===== src/rtl/i2c_srx_pkg.sv =====
package i2c_srx_pkg;
  localparam int ADDR_BITS = 7;
  localparam int BYTE_BITS = 8;
  localparam int CNT_BITS  = $clog2(BYTE_BITS + 1);

  typedef enum logic [2:0] {
    ST_IDLE,
    ST_ADDR,
    ST_AACK,
    ST_DATA,
    ST_DACK
  } eng_state_t;

  localparam logic [7:0] CODE_OWN_W    = 8'h60;
  localparam logic [7:0] CODE_OWN_ARB  = 8'h68;
  localparam logic [7:0] CODE_GC       = 8'h70;
  localparam logic [7:0] CODE_GC_ARB   = 8'h78;
  localparam logic [7:0] CODE_OWN_ACK  = 8'h80;
  localparam logic [7:0] CODE_OWN_NACK = 8'h88;
  localparam logic [7:0] CODE_GC_ACK   = 8'h90;
  localparam logic [7:0] CODE_GC_NACK  = 8'h98;
  localparam logic [7:0] CODE_END      = 8'hA0;
  localparam logic [7:0] CODE_IDLE     = 8'hF8;

  localparam int CTL_EN   = 6;
  localparam int CTL_STA  = 5;
  localparam int CTL_STO  = 4;
  localparam int CTL_FLAG = 3;
  localparam int CTL_AA   = 2;

  localparam logic [7:0] SET_MASK = 8'b0111_0100;
  localparam logic [7:0] CLR_MASK = 8'b0111_1100;

  localparam logic [1:0] OFS_CTRL = 2'd0;
  localparam logic [1:0] OFS_STAT = 2'd1;
  localparam logic [1:0] OFS_DATA = 2'd2;
  localparam logic [1:0] OFS_OWN  = 2'd3;
endpackage


===== src/rtl/i2c_srx_sync.sv =====
module i2c_srx_sync #(
  parameter int W      = 2,
  parameter int STAGES = 2
) (
  input  logic         clk,
  input  logic         rst_n,
  input  logic [W-1:0] din,
  output logic [W-1:0] lvl,
  output logic [W-1:0] prev
);
  localparam int DEPTH = STAGES + 1;

  logic [DEPTH-1:0][W-1:0] pipe_q;
  logic [DEPTH-1:0][W-1:0] pipe_d;

  always_comb begin
    pipe_d = {pipe_q[DEPTH-2:0], din};
  end

  always_ff @(posedge clk or negedge rst_n) begin
    if (!rst_n) pipe_q <= '1;
    else        pipe_q <= pipe_d;
  end

  assign lvl  = pipe_q[STAGES-1];
  assign prev = pipe_q[STAGES];
endmodule


===== src/rtl/i2c_srx_engine.sv =====
module i2c_srx_engine
  import i2c_srx_pkg::*;
(
  input  logic                 clk,
  input  logic                 rst_n,
  input  logic                 sda_lvl,
  input  logic                 scl_rise,
  input  logic                 scl_fall,
  input  logic                 start_det,
  input  logic                 stop_det,
  input  logic                 en,
  input  logic                 aa,
  input  logic                 gc_en,
  input  logic [ADDR_BITS-1:0] own_addr,
  input  logic                 arb_lost,
  output logic                 sda_low,
  output logic                 ev_valid,
  output logic [7:0]           ev_code,
  output logic                 rx_load,
  output logic [BYTE_BITS-1:0] rx_byte
);
  eng_state_t           state_q, state_d;
  logic [CNT_BITS-1:0]  cnt_q, cnt_d;
  logic [BYTE_BITS-1:0] shift_q, shift_d;
  logic                 sda_low_q, sda_low_d;
  logic                 gc_q, gc_d;
  logic                 hit_own, hit_gc, addressed;

  assign hit_own   = (shift_q[BYTE_BITS-1:1] == own_addr) && (own_addr != '0);
  assign hit_gc    = gc_en && (shift_q[BYTE_BITS-1:1] == '0);
  assign addressed = (state_q == ST_AACK) || (state_q == ST_DATA) || (state_q == ST_DACK);

  always_comb begin
    state_d   = state_q;
    cnt_d     = cnt_q;
    shift_d   = shift_q;
    sda_low_d = sda_low_q;
    gc_d      = gc_q;
    ev_valid  = 1'b0;
    ev_code   = CODE_IDLE;
    rx_load   = 1'b0;
    if (!en) begin
      state_d   = ST_IDLE;
      sda_low_d = 1'b0;
      gc_d      = 1'b0;
    end else if (start_det || stop_det) begin
      if (addressed) begin
        ev_valid = 1'b1;
        ev_code  = CODE_END;
      end
      state_d   = start_det ? ST_ADDR : ST_IDLE;
      cnt_d     = '0;
      sda_low_d = 1'b0;
      gc_d      = 1'b0;
    end else begin
      case (state_q)
        ST_ADDR, ST_DATA: begin
          if (scl_rise && (cnt_q < CNT_BITS'(BYTE_BITS))) begin
            shift_d = {shift_q[BYTE_BITS-2:0], sda_lvl};
            cnt_d   = cnt_q + 1'b1;
          end else if (scl_fall && (cnt_q == CNT_BITS'(BYTE_BITS))) begin
            cnt_d = '0;
            if (state_q == ST_ADDR) begin
              if (aa && !shift_q[0] && (hit_own || hit_gc)) begin
                state_d   = ST_AACK;
                sda_low_d = 1'b1;
                gc_d      = !hit_own;
              end else begin
                state_d = ST_IDLE;
              end
            end else begin
              state_d   = ST_DACK;
              sda_low_d = aa;
            end
          end
        end
        ST_AACK: begin
          if (scl_fall) begin
            sda_low_d = 1'b0;
            state_d   = ST_DATA;
            ev_valid  = 1'b1;
            if (gc_q) ev_code = arb_lost ? CODE_GC_ARB : CODE_GC;
            else      ev_code = arb_lost ? CODE_OWN_ARB : CODE_OWN_W;
          end
        end
        ST_DACK: begin
          if (scl_fall) begin
            sda_low_d = 1'b0;
            ev_valid  = 1'b1;
            rx_load   = 1'b1;
            if (gc_q) ev_code = sda_low_q ? CODE_GC_ACK : CODE_GC_NACK;
            else      ev_code = sda_low_q ? CODE_OWN_ACK : CODE_OWN_NACK;
            state_d   = sda_low_q ? ST_DATA : ST_IDLE;
          end
        end
        default: ;
      endcase
    end
  end

  always_ff @(posedge clk or negedge rst_n) begin
    if (!rst_n) begin
      state_q   <= ST_IDLE;
      cnt_q     <= '0;
      shift_q   <= '0;
      sda_low_q <= 1'b0;
      gc_q      <= 1'b0;
    end else begin
      state_q   <= state_d;
      cnt_q     <= cnt_d;
      shift_q   <= shift_d;
      sda_low_q <= sda_low_d;
      gc_q      <= gc_d;
    end
  end

  assign sda_low = sda_low_q;
  assign rx_byte = shift_q;


  ack_on_fall_chk: assert property (@(posedge clk) disable iff (!rst_n)
    $rose(sda_low_q) |-> $past(scl_fall));


  ack_only_addressed_chk: assert property (@(posedge clk) disable iff (!rst_n)
    sda_low_q |-> (state_q == ST_AACK || state_q == ST_DACK));


  event_on_bus_edge_chk: assert property (@(posedge clk) disable iff (!rst_n)
    ev_valid |-> (scl_fall || start_det || stop_det));


  disabled_idle_chk: assert property (@(posedge clk) disable iff (!rst_n)
    !en |=> (state_q == ST_IDLE && !sda_low_q));
endmodule


===== src/rtl/i2c_srx_regs.sv =====
module i2c_srx_regs
  import i2c_srx_pkg::*;
(
  input  logic                 clk,
  input  logic                 rst_n,
  input  logic                 wr_i,
  input  logic [1:0]           addr_i,
  input  logic [7:0]           wdata_i,
  output logic [7:0]           rdata_o,
  input  logic                 ev_valid_i,
  input  logic [7:0]           ev_code_i,
  input  logic                 rx_load_i,
  input  logic [BYTE_BITS-1:0] rx_byte_i,
  output logic                 en_o,
  output logic                 aa_o,
  output logic                 gc_en_o,
  output logic [ADDR_BITS-1:0] own_addr_o,
  output logic                 flag_o
);
  logic [7:0]           ctrl_q, ctrl_d;
  logic [7:0]           status_q, status_d;
  logic [7:0]           own_q;
  logic [BYTE_BITS-1:0] data_q;
  logic                 set_we, clr_we, own_we;

  assign set_we = wr_i && (addr_i == OFS_CTRL);
  assign clr_we = wr_i && (addr_i == OFS_STAT);
  assign own_we = wr_i && (addr_i == OFS_OWN);

  always_comb begin
    ctrl_d = ctrl_q;
    if (set_we) ctrl_d = ctrl_d | (wdata_i & SET_MASK);
    if (clr_we) ctrl_d = ctrl_d & ~(wdata_i & CLR_MASK);
    if (ev_valid_i) ctrl_d[CTL_FLAG] = 1'b1;
    if (ev_valid_i)            status_d = ev_code_i;
    else if (ctrl_d[CTL_FLAG]) status_d = status_q;
    else                       status_d = CODE_IDLE;
  end

  always_ff @(posedge clk or negedge rst_n) begin
    if (!rst_n) begin
      ctrl_q   <= '0;
      status_q <= CODE_IDLE;
    end else begin
      ctrl_q   <= ctrl_d;
      status_q <= status_d;
    end
  end

  always_ff @(posedge clk or negedge rst_n) begin
    if (!rst_n)      own_q <= '0;
    else if (own_we) own_q <= wdata_i;
  end

  always_ff @(posedge clk or negedge rst_n) begin
    if (!rst_n)         data_q <= '0;
    else if (rx_load_i) data_q <= rx_byte_i;
  end

  always_comb begin
    case (addr_i)
      OFS_CTRL: rdata_o = ctrl_q;
      OFS_STAT: rdata_o = status_q;
      OFS_DATA: rdata_o = data_q;
      default:  rdata_o = own_q;
    endcase
  end

  assign en_o       = ctrl_q[CTL_EN];
  assign aa_o       = ctrl_q[CTL_AA];
  assign gc_en_o    = own_q[0];
  assign own_addr_o = own_q[7:1];
  assign flag_o     = ctrl_q[CTL_FLAG];


  flag_clear_by_host_chk: assert property (@(posedge clk) disable iff (!rst_n)
    $fell(ctrl_q[CTL_FLAG]) |-> $past(wr_i && addr_i == OFS_STAT && wdata_i[CTL_FLAG]));


  event_loads_status_chk: assert property (@(posedge clk) disable iff (!rst_n)
    ev_valid_i |=> (ctrl_q[CTL_FLAG] && status_q == $past(ev_code_i)));


  flag_has_code_chk: assert property (@(posedge clk) disable iff (!rst_n)
    ctrl_q[CTL_FLAG] |-> (status_q != CODE_IDLE));
endmodule


===== src/rtl/i2c_slave_rx.sv =====
module i2c_slave_rx
  import i2c_srx_pkg::*;
#(
  parameter int SYNC_STAGES = 2
) (
  input  logic       clk,
  input  logic       rst_n,
  input  logic       scl_i,
  input  logic       sda_i,
  output logic       scl_drive_low_o,
  output logic       sda_drive_low_o,
  output logic       irq_o,
  input  logic       arb_lost_sim_i,
  input  logic       reg_wr_i,
  input  logic [1:0] reg_addr_i,
  input  logic [7:0] reg_wdata_i,
  output logic [7:0] reg_rdata_o
);
  localparam int LINES    = 2;
  localparam int LINE_SCL = 0;
  localparam int LINE_SDA = 1;

  logic [1:0]           rst_pipe_q;
  logic                 rst_n_int;
  logic [LINES-1:0]     line_lvl, line_prev;
  logic                 scl_rise, scl_fall, sda_rise, sda_fall;
  logic                 start_det, stop_det;
  logic                 en, aa, gc_en, flag, sda_low;
  logic [ADDR_BITS-1:0] own_addr;
  logic                 ev_valid, rx_load;
  logic [7:0]           ev_code;
  logic [BYTE_BITS-1:0] rx_byte;

  always_ff @(posedge clk or negedge rst_n) begin
    if (!rst_n) rst_pipe_q <= '0;
    else        rst_pipe_q <= {rst_pipe_q[0], 1'b1};
  end
  assign rst_n_int = rst_pipe_q[1];

  i2c_srx_sync #(.W(LINES), .STAGES(SYNC_STAGES)) u_sync (
    .clk  (clk),
    .rst_n(rst_n_int),
    .din  ({sda_i, scl_i}),
    .lvl  (line_lvl),
    .prev (line_prev)
  );

  assign scl_rise  =  line_lvl[LINE_SCL] & ~line_prev[LINE_SCL];
  assign scl_fall  = ~line_lvl[LINE_SCL] &  line_prev[LINE_SCL];
  assign sda_rise  =  line_lvl[LINE_SDA] & ~line_prev[LINE_SDA];
  assign sda_fall  = ~line_lvl[LINE_SDA] &  line_prev[LINE_SDA];
  assign start_det = sda_fall & line_lvl[LINE_SCL] & line_prev[LINE_SCL];
  assign stop_det  = sda_rise & line_lvl[LINE_SCL] & line_prev[LINE_SCL];

  i2c_srx_engine u_engine (
    .clk      (clk),
    .rst_n    (rst_n_int),
    .sda_lvl  (line_lvl[LINE_SDA]),
    .scl_rise (scl_rise),
    .scl_fall (scl_fall),
    .start_det(start_det),
    .stop_det (stop_det),
    .en       (en),
    .aa       (aa),
    .gc_en    (gc_en),
    .own_addr (own_addr),
    .arb_lost (arb_lost_sim_i),
    .sda_low  (sda_low),
    .ev_valid (ev_valid),
    .ev_code  (ev_code),
    .rx_load  (rx_load),
    .rx_byte  (rx_byte)
  );

  i2c_srx_regs u_regs (
    .clk       (clk),
    .rst_n     (rst_n_int),
    .wr_i      (reg_wr_i),
    .addr_i    (reg_addr_i),
    .wdata_i   (reg_wdata_i),
    .rdata_o   (reg_rdata_o),
    .ev_valid_i(ev_valid),
    .ev_code_i (ev_code),
    .rx_load_i (rx_load),
    .rx_byte_i (rx_byte),
    .en_o      (en),
    .aa_o      (aa),
    .gc_en_o   (gc_en),
    .own_addr_o(own_addr),
    .flag_o    (flag)
  );

  assign scl_drive_low_o = flag;
  assign sda_drive_low_o = sda_low;
  assign irq_o           = flag;


  no_ack_while_stretch_chk: assert property (@(posedge clk) disable iff (!rst_n_int)
    $rose(flag) |-> !sda_low);
endmodule


===== config.mk =====
export PLATFORM = sky130hd
export DESIGN_NAME = i2c_slave_rx
export DESIGN_NICKNAME = d
export VERILOG_FILES = /design/src/rtl/i2c_srx_pkg.sv /design/src/rtl/i2c_srx_sync.sv /design/src/rtl/i2c_srx_engine.sv /design/src/rtl/i2c_srx_regs.sv /design/src/rtl/i2c_slave_rx.sv
export SDC_FILE = /design/constraint.sdc
export NUM_CORES = 1
export LEC_CHECK = 0
export BUFFER_PORTS_ARGS = -buffer_cell sky130_fd_sc_hd__buf_2
export CAP_MARGIN = 20
export CORE_ASPECT_RATIO = 0.5
export CORE_UTILIZATION = 45
export DETAILED_ROUTE_END_ITERATION = 10
export GPL_ROUTABILITY_DRIVEN = 0
export PLACE_DENSITY = 0.64
export SKIP_CTS_REPAIR_TIMING = 1
export SLEW_MARGIN = 20
export SYNTH_ARGS = -nofsm -noshare
export SYNTH_HDL_FRONTEND = slang
export SYNTH_SLANG_ARGS = --single-unit

===== constraint.sdc =====
create_clock -name clk -period 2 [get_ports clk]
set_clock_uncertainty 0.1 [all_clocks]
set_input_delay 0.2 -clock clk [delete_from_list [all_inputs] [get_ports clk]]
set_output_delay 0.2 -clock clk [all_outputs]
set_load 0.005 [all_outputs]

Word level (Yosys, flattened, before mapping)
Index checks and enable logic that the tools add are counted.
- bits in writable memories: 0
- memories kept: 0
- word-level logic and storage cells: 137
- memory bits (read-only): 0
- latch bits: 0
- bits in registers: 57
- input bits: 16
- multiply operators: 0
- add/subtract/negate cells: 1
- shifts and indexed selects: 0
- $lt $le $gt $ge: 1
- equality and inequality tests: 23
- mux-type cells: 56
- divide/modulo/power cells: 0
- bitwise logic cells: 16
- reduce and logical (&&, ||, !) cells: 27
- operators by type and width (kind ; count):
    $mux W8 ; 10
    $mux W4 ; 8
    $mux W1 ; 24
    $pmux W8 S3 ; 1
    $mux W3 ; 7
    $pmux W8 S2 ; 1
    $reduce_and A5 Y1 ; 3
    $ne A3 B1 Y1 const B ; 4
    $ne A4 B2 Y1 const B ; 3
    $ne A4 B3 Y1 const B ; 3
    $logic_and A1 B1 Y1 ; 9
    $pmux W3 S3 ; 1
    $and A1 B1 Y1 ; 8
    $and A8 B8 Y8 ; 1
    $not A7 Y8 ; 1
    $or A8 B7 Y8 ; 1
    $eq A7 B7 Y1 ; 1
    $logic_not A7 Y1 ; 1
    $mux W7 ; 1
    $reduce_bool A7 Y1 ; 1
    $eq A3 B2 Y1 const B ; 2
    $ne A5 B1 Y1 const B ; 1
    $ne A5 B4 Y1 const B ; 1
    $not A1 Y1 ; 5
    other kinds (19) ; 26

Logic depth before layout (Yosys ltp)
- depth after elaboration: 11
- mapped depth: 7

By module
From an unflattened synthesis, not the netlist that was laid out.
- cell total of the unflattened synthesis: 242
- area, all modules: 2837.7 um2
- modules (own cells, without submodules) (module ; instances ; cells an instance ; seq. area each (um2) ; area an instance (um2)):
    i2c_srx_regs ; 1 ; 98 ; 732.0 ; 1378.8
    i2c_srx_engine ; 1 ; 128 ; 425.4 ; 1192.4
    i2c_srx_sync ; 1 ; 8 ; 157.7 ; 172.7
    i2c_slave_rx ; 1 ; 8 ; 50.0 ; 93.8

Worst setup path before layout
Ideal clock, no wire load.
- path type: flip-flop to flip-flop
- start point: register u_sync.pipe_q, in the netlist u_sync.lvl[0]
- end point: register u_engine.shift_q[5], in the netlist u_engine.rx_byte[5]
- path buffers: 1
- arrival time: 1561 ps
- required time: 1775 ps
- setup slack: 214 ps
- cell stages (with the launch flop): 5
- cell sequence: dfstp_2 nor3b_2 and4b_1 buf_2 mux2_2
- cells in the longest elaborated chain, start to end: 5
- RTL lines (element ; RTL line ; source):
    start: declaration ; i2c_srx_sync.sv:13 ; logic [DEPTH-1:0][W-1:0] pipe_q;
    start signal: assignment ; i2c_srx_sync.sv:22 ; else pipe_q <= pipe_d;
    $and A1 B1 Y1, on equally long branches (2 in series) ; i2c_slave_rx.sv:52, i2c_slave_rx.sv:53 ;
    $logic_or A1 B1 Y1 ; i2c_srx_engine.sv:46 ; end else if (start_det || stop_det) begin
    $not A1 Y1 (no line) ; - ;
    $reduce_and A4 Y1 (no line) * ; - ;
    end signal: assignment ; i2c_srx_engine.sv:111 ; shift_q <= shift_d;
    end: declaration ; i2c_srx_engine.sv:24 ; logic [BYTE_BITS-1:0] shift_q, shift_d;
Every way passes the cells marked *; elsewhere a longest branch is shown, timed or not.
A chain may end at the register's enable or synchronous reset.

Worst setup path in the final report
- start point: register u_sync.pipe_q, in the netlist u_sync.lvl[0]
- end point: register u_regs.status_q[7]
- cells in the longest elaborated chain, start to end: 8
- RTL lines (element ; RTL line ; source):
    $not A1 Y1 ; i2c_slave_rx.sv:49 ; assign scl_fall = ~line_lvl[LINE_SCL] & line_prev[LINE_SCL];
    $and A1 B1 Y1 ; i2c_slave_rx.sv:49 ;
    $mux W1 ; i2c_srx_engine.sv:78, i2c_srx_engine.sv:87 ;
    $mux W1 ; - ;
    $mux W1 ; i2c_srx_engine.sv:46 ;
    $mux W1 ; i2c_srx_engine.sv:42 ; if (!en) begin
    $mux W1 ; i2c_srx_regs.sv:34 ; if (ev_valid_i) ctrl_d[CTL_FLAG] = 1'b1;
    $ne A2 B2 Y1 (no line) ; - ;
    end signal: assignment ; i2c_srx_regs.sv:46 ; status_q <= status_d;
    end: declaration ; i2c_srx_regs.sv:21 ; logic [7:0] status_q, status_d;
Parallel ways exist; a longest one is shown, timed or not.

==> flow_summary.toml <==
[logic_synthesis]
synth_area_per_cell_sq_um = 11.8
synth_flop_cell = "dfrtp_1"
ys_seq_elements = 51
syn_area_sq_um = 2570
synth_nets = 237
yosysWarnings = 0
netlist_instances = 219
ys_types = 54
synth_largest_area_cell = "dfrtp_1"
synthTopCellsByArea = "dfrtp_1 39%, dfstp_2 11%, mux2_2 9.2%"
synth_top_cell_area_share_pct = 38.9
async_flop_share_pct = 100
synth_edf_count = 0
yosysSeqAreaShare_pct = 50.1

[timing]
relSlewSlack_pct = 63.0
max_slew.worst_pin.slew_ns = 0.555
setup_viol = 0
fin_crit_ns = 1.86
setup-tns-final_ns = 0
rsz0062_at_grt = "no"
hold_viol_final = 0
fmax_mhz = 539
drv_slew = 0
holdWs_ns = 0.0147
timing.final.crit_share_pct = 92.8

[grt]
globalRoute.totalOverflow = 0
grt_busiest_layer = "met1"
grtUsageTotal_pct = 20.9
met1_usage_pct = 30.8
antenna_found_initial = 0
grt_pass1_wl_mm = 9.45
grt_use_met3_pct = 6.02
grt_pass1_vias = 1874
gr-usage-met2_pct = 30.4
grt_max_degree = 26

[drt]
viasPerCell = 5.61
antenna_left = 0
wire_per_inst_um = 17.0
vias = 1857
drt-initial-drc-count = 82
drt_wl_total_mm = 5.64
drc = 0
first_pass_iters = 5

[run]
drv_cap = 0

[die]
start_util_pct = 46.9
io_pins = 27
core-area_sq_um = 5490
dieArea_sq_um = 6050
std_cell_rows = 19
die_y_um = 55.5
die_w_um = 109

[final_layout]
fin_nets = 275
diodes = 0
drive_gt1_share_pct = 36.0
fin_cells = 331
final_cell_mix = "39 x dfrtp_1, 26 x buf_2, 21 x nand2_1, 21 x mux2_2, 12 x nor2_1"
area_growth_pct = 19.1
mostFrequentLayoutCell = "dfrtp_1"

[clock_tree]
cts_buffer_depth = 2
clk_pin_slew_ns = 0.07
cts_tree = "yes"
numCtsBuffers = 5
clock_latency_ns = 0.29
htreeDepth = 2
cts.sinks = 51
cts-root-buf = "clkbuf_16"

[place]
hpwlAfterDp_mm = 4.13
numPortBuffers = 26
numPlacedInstances = 320

[pwr]
leakage_nw = 1.40
ir_worst_vdd_v = 0.000401
cellPowerDensity_nw_per_um2 = 846

[worst_hold_path]
worstHoldPathType = "input port to flop"
min_path_cells = 2

[critical_path]
r2r_cells = 6
crit_arrival_ns = 1.97
crit_type = "flop to flop"
worst-r2r-setup-slack_ns = 0.14
startpoint_type = "flop"
path_max_fanout = 7
cp-end-kind = "flop"
cp.required_ns = 2.12

[status]
status = "complete, no violations"
==> final timing paths <==
| check | start | to |
|---|---|---|
| max | u_sync.lvl[0] | u_regs.status_q[7] |
| min | reg_wdata_i[5] | flop |
| max reg2reg | u_sync.lvl[0] | u_regs.status_q[7] |
| min reg2reg | rst_pipe_q[1] | u_engine.rx_byte[4] |
| max in group asynchronous | rst_pipe_q[1] | u_sync.pipe_d[2] |
| min in group asynchronous | rst_n | rst_pipe_q[1] |
==> power breakdown <==
| group | internal (mW) | leakage, nW | switching [mW] | total [mW] |
|---|---|---|---|---|
| Combinational | 0.158 | 0.665 | 0.153 | 0.311 |
| Sequential | 1.11 | 0.643 | 0.0902 | 1.20 |
| Clock | 0.718 | 0.0911 | 0.373 | 1.09 |
| Total | 1.98 | 1.40 | 0.616 | 2.60 |
==> worst max-delay path, cell delays in order, from the launching register on <==
cell,delay (ns)
dfstp_2,0.60
nor2b_2,0.06
buf_4,0.15
o21ai_1,0.06
o21ai_1,0.08
a2bb2oi_2,0.35
mux2_1,0.37
==> Yosys cell counts (2+ instances only) <==
cell type / count
a21oi_1: 5
a31oi_1: 4
and4b_1: 2
buf_2: 5
clkbuf_1: 3
dfrtp_1: 40
dfstp_2: 11
ha_1: 2
inv_1: 5
mux2_1: 6
mux2_2: 21
mux2i_1: 7
mux4_2: 4
nand2_1: 21
nand2b_1: 2
nand3_1: 6
nand3b_1: 2
nand4_1: 2
nor2_1: 12
nor2b_1: 6
nor3b_2: 2
nor4_1: 2
o211ai_1: 2
o21ai_0: 11
o21ai_1: 2
xnor2_1: 4
xor2_1: 3
==> final cells by class <==
class / instances / area, sq um
clock buffers: 6 / 129
well taps: 73 / 91.3
fillers: 476 / 2420
flip-flops and latches: 51 / 1290
inverters: 5 / 18.8
repair buffers: 40 / 255
multi-input cells: 154 / 1220
clock inverters: 2 / 60.1
==> per-stage QoR <==
stage	setup slack, ns	util, %	power, mW	instance area, sq um
2_1_floorplan	0.214	-	1.40	2570
3_3_place_gp	0.170	51.9	1.51	2850
3_5_place_dp	0.148	51.9	1.52	2850
4_1_cts	0.140	55.3	2.61	3040
5_1_grt	0.0306	55.9	2.71	3070
6_report	0.145	55.9	2.60	3070
==> metal layers <==
layer,wire [um],vias to the layer above
li1,-,867
met1,2790,945
met2,2600,38
met3,193,7
met4,54,0
met5,0,-
==> sequential cells by signal, indices dropped and copies added, names as in the netlist, named ones only <==
register and cells:
rst_pipe_q 2, u_engine.cnt_q 4, u_engine.gc_q 1, u_engine.rx_byte 8
u_engine.sda_low 1, u_engine.state_q 3, u_regs.ctrl_q 1, u_regs.data_q 8
u_regs.own_q 8, u_regs.status_q 5, u_sync.lvl 2, u_sync.pipe_d 2
u_sync.prev 2
==> cell families (layout without fill, tap and decap cells) <==
logic type | after synthesis | in the layout | share of synthesized area, %
adder cells (fa/ha/maj) | 2 | 2 | 0.972
AND/OR/NAND/NOR | 66 | 66 | 14.4
flip-flops | 51 | 51 | 50.1
buffers and inverters | 14 | 53 | 2.43
multiplexers | 38 | 38 | 18.0
other | 1 | 1 | 0.146
AO/OA/AOI/OAI | 40 | 40 | 11.6
XOR/XNOR | 7 | 7 | 2.38
Power figures use the tool's default switching activity.
